===== src/rtl/trig_pkg.sv =====
package trig_pkg;
    typedef struct packed {
        logic armed;
        logic first;
        logic fired;
        logic pulse;
    } trig_state_t;

    localparam trig_state_t TRIG_IDLE = '{armed: 1'b0, first: 1'b0, fired: 1'b0, pulse: 1'b0};
endpackage


===== src/rtl/trig_match.sv =====
module trig_match #(
    parameter int LINES = 8
) (
    input  logic [LINES-1:0] want,
    input  logic [LINES-1:0] care,
    input  logic [LINES-1:0] sample,
    output logic             hit
);
    logic [LINES-1:0] line_ok;

    for (genvar i = 0; i < LINES; i++) begin : g_line
        assign line_ok[i] = ~care[i] | (sample[i] ~^ want[i]);
    end

    assign hit = &line_ok;
endmodule


===== src/rtl/trig_seq.sv =====
module trig_seq
    import trig_pkg::*;
(
    input  logic        clk,
    input  logic        rst_n,
    input  logic        arm,
    input  logic        disarm,
    input  logic        two_level,
    input  logic        hit1,
    input  logic        hit2,
    output trig_state_t st
);
    trig_state_t st_d, st_q;

    always_comb begin
        st_d       = st_q;
        st_d.pulse = 1'b0;
        if (disarm) begin
            st_d = TRIG_IDLE;
        end else if (arm && !st_q.armed) begin
            st_d       = TRIG_IDLE;
            st_d.armed = 1'b1;
        end else if (st_q.armed && !st_q.fired) begin
            if (two_level && !st_q.first) begin
                if (hit1) begin
                    st_d.first = 1'b1;
                end
            end else if ((two_level && hit2) || (!two_level && hit1)) begin
                st_d.pulse = 1'b1;
                st_d.fired = 1'b1;
                st_d.armed = 1'b0;
            end
        end
    end

    always_ff @(posedge clk) begin
        if (!rst_n) begin
            st_q <= TRIG_IDLE;
        end else begin
            st_q <= st_d;
        end
    end

    assign st = st_q;
endmodule


===== src/rtl/seq_trigger.sv =====
module seq_trigger
    import trig_pkg::*;
#(
    parameter int LINES = 8
) (
    input  logic             clk,
    input  logic             rst_n,
    input  logic             arm,
    input  logic             disarm,
    input  logic             two_level,
    input  logic [LINES-1:0] c1_value,
    input  logic [LINES-1:0] c1_care,
    input  logic [LINES-1:0] c2_value,
    input  logic [LINES-1:0] c2_care,
    input  logic [LINES-1:0] probe,
    output logic             armed,
    output logic             stage1_met,
    output logic             fired,
    output logic             trig_pulse,
    output logic [LINES:0]   cap_data
);
    localparam int CAPW = LINES + 1;

    logic [LINES-1:0] samp_d, samp_q;
    logic [LINES-1:0] dly_d, dly_q;
    logic             hit1, hit2;
    trig_state_t      st;

    always_comb begin
        samp_d = probe;
        dly_d  = samp_q;
    end

    always_ff @(posedge clk) begin
        if (!rst_n) begin
            samp_q <= '0;
            dly_q  <= '0;
        end else begin
            samp_q <= samp_d;
            dly_q  <= dly_d;
        end
    end

    trig_match #(.LINES(LINES)) u_cond1 (
        .want   (c1_value),
        .care   (c1_care),
        .sample (samp_q),
        .hit    (hit1)
    );

    trig_match #(.LINES(LINES)) u_cond2 (
        .want   (c2_value),
        .care   (c2_care),
        .sample (samp_q),
        .hit    (hit2)
    );

    trig_seq u_seq (
        .clk       (clk),
        .rst_n     (rst_n),
        .arm       (arm),
        .disarm    (disarm),
        .two_level (two_level),
        .hit1      (hit1),
        .hit2      (hit2),
        .st        (st)
    );

    assign armed      = st.armed;
    assign stage1_met = st.first;
    assign fired      = st.fired;
    assign trig_pulse = st.pulse;
    assign cap_data   = CAPW'({st.pulse, dly_q});
endmodule


===== config.mk =====
export PLATFORM = sky130hd
export DESIGN_NAME = seq_trigger
export DESIGN_NICKNAME = d
export VERILOG_FILES = /design/src/rtl/trig_pkg.sv /design/src/rtl/trig_match.sv /design/src/rtl/trig_seq.sv /design/src/rtl/seq_trigger.sv
export SDC_FILE = /design/constraint.sdc
export NUM_CORES = 1
export LEC_CHECK = 0
export BUFFER_PORTS_ARGS = -buffer_cell sky130_fd_sc_hd__buf_2
export CELL_PAD_IN_SITES_DETAIL_PLACEMENT = 0
export CELL_PAD_IN_SITES_GLOBAL_PLACEMENT = 1
export CORE_ASPECT_RATIO = 0.6
export CORE_MARGIN = 2
export CORE_UTILIZATION = 30
export CTS_CLUSTER_DIAMETER = 150
export DETAILED_ROUTE_END_ITERATION = 12
export PLACE_DENSITY_LB_ADDON = 0.1
export SLEW_MARGIN = 20
export SYNTH_ARGS = -nofsm -noshare
export SYNTH_HDL_FRONTEND = slang
export SYNTH_HIERARCHICAL = 1
export SYNTH_SLANG_ARGS = --single-unit
export TNS_END_PERCENT = 1

===== constraint.sdc =====
create_clock -name clk -period 2.4 [get_ports clk]
set_clock_uncertainty 0.2 [all_clocks]
set_input_delay 0.72 -clock clk [delete_from_list [all_inputs] [get_ports clk]]
set_output_delay 0.72 -clock clk [all_outputs]
set_load 0.05 [all_outputs]

## Word-level counts from Yosys, hierarchy flattened

Index checks and enable logic that the tools add are counted.

| storage, ports and cells | value |
|---|---|
| output and inout bits | 13 |
| bits in registers | 20 |

| operators by class | value |
|---|---|
| reduce and logical (&&, ||, !) cells | 20 |
| bitwise gates (word level) | 51 |
| equal/unequal tests | 1 |
| multiplexer cells | 8 |

Operator list:

| cell | number |
|---|---|
| 1-bit inverter | 19 |
| 1-bit bitwise OR | 16 |
| 8-bit AND reduction | 2 |
| 1-bit XNOR | 16 |
| 10-bit AND reduction | 1 |
| 4-bit two-way mux | 2 |
| 3-bit AND reduction | 2 |
| 1-bit logical AND | 5 |
| 5-bit OR reduction | 1 |
| 1-bit logical NOT | 4 |
| 1-bit two-way mux | 4 |
| 2-bit two-way mux | 2 |
| 2-bit nonzero test | 2 |
| 3-bit OR reduction | 1 |
| 2-bit by 1-bit != test with 1-bit output (second input constant) | 1 |
| 2-bit OR reduction | 1 |
| 1-bit logical OR | 1 |

## Longest topological paths before layout

| logic depth | value |
|---|---|
| word-level depth | 9 |
| mapped depth | 6 |

## Hierarchy

Netlist, hierarchy kept.

Modules (own cells, without submodules):

| module | area each (sq um) | times used | sequential area each (sq um) | cells an instance |
|---|---|---|---|---|
| seq_trigger | 454.2 | 1 | 320.3 | 34 |
| trig_match | 108.9 | 2 | 0.0 | 13 |
| trig_seq | 173.9 | 1 | 80.1 | 18 |

## Worst setup path after synthesis

Ideal clock, no wire load.

| timing | value |
|---|---|
| path kind | input to register |
| start | input c1_value[6] |
| end | register u_seq.st_q (netlist bit u_seq/st[0]) |
| data required time | 2.138 ns |
| setup slack | 0.485 ns |
| arrival | 1.653 ns |
| buffers on the path | 0 |
| stages on the path | 6 |
| cells stage by stage | xor2_1 a22oi_1 and4_1 nor2b_1 o21a_1 nor2b_4 |

| on the way | value |
|---|---|
| cells in the longest elaborated chain, start to end | 6 |

RTL lines:

| what | line | source |
|---|---|---|
| start, declared | seq_trigger.sv:11 | `input logic [LINES-1:0] c1_value,` |
| 1-bit XNOR | trig_match.sv:12 | `assign line_ok[i] = ~care[i] \| (sample[i] ~^ want[i]);` |
| 1-bit bitwise OR | trig_match.sv:12 |  |
| 8-bit AND reduction | trig_match.sv:15 | `assign hit = &line_ok;` |
| named net hit1 | seq_trigger.sv:26 | `logic hit1, hit2;` |
| 1-bit logical AND | trig_seq.sv:28 | `end else if ((two_level && hit2) \|\| (!two_level && hit1)) begin` |
| 1-bit logical OR | trig_seq.sv:28 |  |
| 2-bit two-way mux | trig_seq.sv:28 |  |
| end signal, assigned | trig_seq.sv:40 | `st_q <= st_d;` |
| end, declared | trig_seq.sv:13 | `trig_state_t st_d, st_q;` |

The timed path passes the listed nets, and every way through them passes these cells.
A chain may end at the register's enable or synchronous reset.

## Final worst setup path

| timing | value |
|---|---|
| start | input c1_value[7] |
| end | register u_seq.st_q (netlist bit u_seq/st[0]) |

Same word-level chain as after synthesis.

==> metrics.txt <==
status=complete, no violations; Final Setup Violations=0; Power Dens Cells=601.5 nW/um2; nets@finish=183; most frequent cells in the layout=57 x buf_2, 20 x dfxtp_1, 16 x xor2_1, 12 x and2_2, 8 x a22oi_1; CP max stage cell=and4_1; GRT Resource Usage Total=0.1312; Hold Vio Cnt, Final=0; setup_tns=0 ns; H-tree Lvls=1; Die Ht=45.13 um; CP endpoint kind=register; Setup Buffers After CTS=0; vias in the first global route=698; die width=72.55 um; synth warn=6; crit path launch type=primary input; mux cell area share after synthesis=0; hold path cells=2; Max-Cap Viols=0; Hold Crit Endpoint=u_seq/st[1]$_SDFFE_PP0P_; Mapped Area=845.8 um2; wirelength, routed=2.047 mm; post-synthesis cell type count=20; Ant. Diodes=0; Die Area=3274 um2; TritonRoute pass-1 iters=3; DP HPWL=1.684 mm; IO buf count=57; CTS Buf Count=3; period utilization=0.8050; CP Max Fanout=2; Crit Path Category=in -> reg; Async SR Flop Fraction=0; initial core utilization=0.3263; Compound-Gate Fraction of Synth Area=0.1021; HP Start=u_seq/st[1]$_SDFFE_PP0P_; placed cells=165; Synth area leader=dfxtp_1; Slew headroom=0.8275; cell count after synthesis=78; Core Rows=14; vias per cell=4.361; Worst Reg-to-Reg Cells=6; main flop type after synthesis=dfxtp_1; crit path DAT=1.93 ns; first-pass GRT wire length=3.167 mm; Max Slew Vio Count=0; Post-Synth XOR/XNOR Area=0.1657; Root Buffer=clkbuf_8; Core ar.=2592 um2; RePlAce Congestion=0.7120; DR WL/cell=12.11 um; minimum clock period=1.932 ns; via count=737; clock power share=0.345; maximum vdd drop=0.0002508 V; register area share after synthesis=0.4734; EDFF count, synth=0; Synth area leaders=dfxtp_1 47%, xor2_1 17%, and2_2 11%, a22oi_1 7.1%, and2_1 3.0%; CP Cell Sequence=buf_2 -> xor2_1 -> a22oi_1 -> and4_1 -> nor2b_1 -> o21a_1 -> nor2b_4; post-route ant nets=0; Post-Layout Cell Count=169; largest net degree at the start of global routing=18; worst r2r dst=u_seq/st[0]$_SDFF_PP0_; FF-to-FF setup slack=0.69 ns; Slowest Stage Delay on Critical Path=0.24 ns; total gr overflow=0; Worst R2R Start=dly_d[7]$_SDFF_PN0_; register share of total power=0.489; CTS clk-pin slew, worst paths=0.07 ns; Required @ worst endpoint=2.40 ns; top-area cell type share of the netlist area=0.4734; Fmax=517.6 MHz; CTS tree=done; Least-Margin Pin Slew=0.2587 ns; CTS hold repair buffers=0; syn nets=123; internal power=0.0005502 W; CTS Buffer Depth=2; clk sinks=20; Layout area overhead=42.75%; Avg Inst Size Synth=10.84 um2; post-cts sizing count=0; Leakage Power=0.6243 nW; Logic pwr share=0.167; num ports=58; post-synthesis register bit count=20; layout cell share with drive strength beyond 1=0.5474; simple-gate share of the synthesized area=0.2367; Switch Pwr=0.0001760 W; Initial DRC Count=16; initial antenna violation count=0; largest family of logic cells by synthesized area=simple AND/OR/NAND/NOR gates; clk_lat worst skew=0.25 ns; HP Class=reg -> reg; Sw Ratio=0.2424; Adder-Cell Fraction of Synth Area=0; drc violations=0; RSZ-0062 raised after global routing=false; most common cell after layout, fill and taps aside=buf_2
==> worst max path at each step <==
| stage | from | end | slack, ns |
|---|---|---|---|
| 6_report | c1_value[7] | u_seq/st[0]$_SDFF_PP0_ | 0.47 |
| 4_1_cts | c1_value[6] | u_seq/st[0]$_SDFF_PP0_ | 0.49 |
| 3_3_place_gp | c1_value[1] | u_seq/st[0]$_SDFF_PP0_ | 0.26 |
| 2_1_floorplan | c1_value[6] | u_seq/st[0]$_SDFF_PP0_ | 0.49 |
| 3_5_place_dp | c1_value[6] | u_seq/st[0]$_SDFF_PP0_ | 0.23 |
| 5_1_grt | c1_value[7] | u_seq/st[0]$_SDFF_PP0_ | 0.34 |
==> flip-flops by register name, summed over array words and instances (netlist names) <==
register  cells
dly_q         8
u_seq/st      4
dly_d         8
==> per-stage QoR <==
step,total power (W),util,hold slack (ns),setup slack [ns],cell area (um2)
CTS,0.0007439,0.4657,0.2811,0.4944,1207
detailed placement,0.0004849,0.4445,0.2693,0.2264,1152
finish,0.0007262,0.4657,0.2822,0.4679,1207
global placement,0.0004816,0.4445,0.2691,0.2582,1152
global route,0.0007718,0.4657,0.3139,0.3370,1207
floorplan,0.0004291,-,0.3102,0.4854,845.8
==> critical path: cells and delay by family <==
family                 cells  cell delay [ns]
AO/OA/AOI/OAI              2             0.40
XOR/XNOR                   1             0.15
buffers and inverters      1             0.10
AND/OR/NAND/NOR            3             0.56
==> area by class of cell <==
| type | count | area, um2 |
|---|---|---|
| clock buffers | 4 | 55.05 |
| repair buffers | 57 | 285.3 |
| well taps | 32 | 40.04 |
| flip-flops and latches | 20 | 400.4 |
| multi-input cells | 56 | 426.7 |
| fillers | 267 | 1385 |
==> power groups by stage <==
stage               combinational, W  clock [W]  sequential, W
finish                      0.000121   0.000250       0.000355
global route                0.000132   0.000283       0.000357
CTS                         0.000122   0.000267       0.000355
detailed placement          0.000122          0       0.000363
global placement            0.000119          0       0.000362
floorplan                  0.0000457          0       0.000383
==> routing by layer <==
layer | track usage | vias to the layer above | wire length [um]
met1 | 0.1714 | 328 | 987
li1 | - | 379 | -
met5 | 0 | - | 0
met2 | 0.2091 | 28 | 898
met4 | 0.03333 | 0 | 17
met3 | 0.04688 | 2 | 145
==> cells by family after synthesis <==
group / Yosys count
flops: 20
xor+xnor: 16
simple gates: 28
buf+inv: 2
compound gates: 12
==> synthesized netlist by cell type (2+ instances only) <==
cell	n
a22oi_1	8
and2_1	4
and2_2	12
and4_1	2
dfxtp_1	20
nand2b_1	2
nor2_1	2
xor2_1	16
Note: power is estimated with default switching activity, not from simulation.
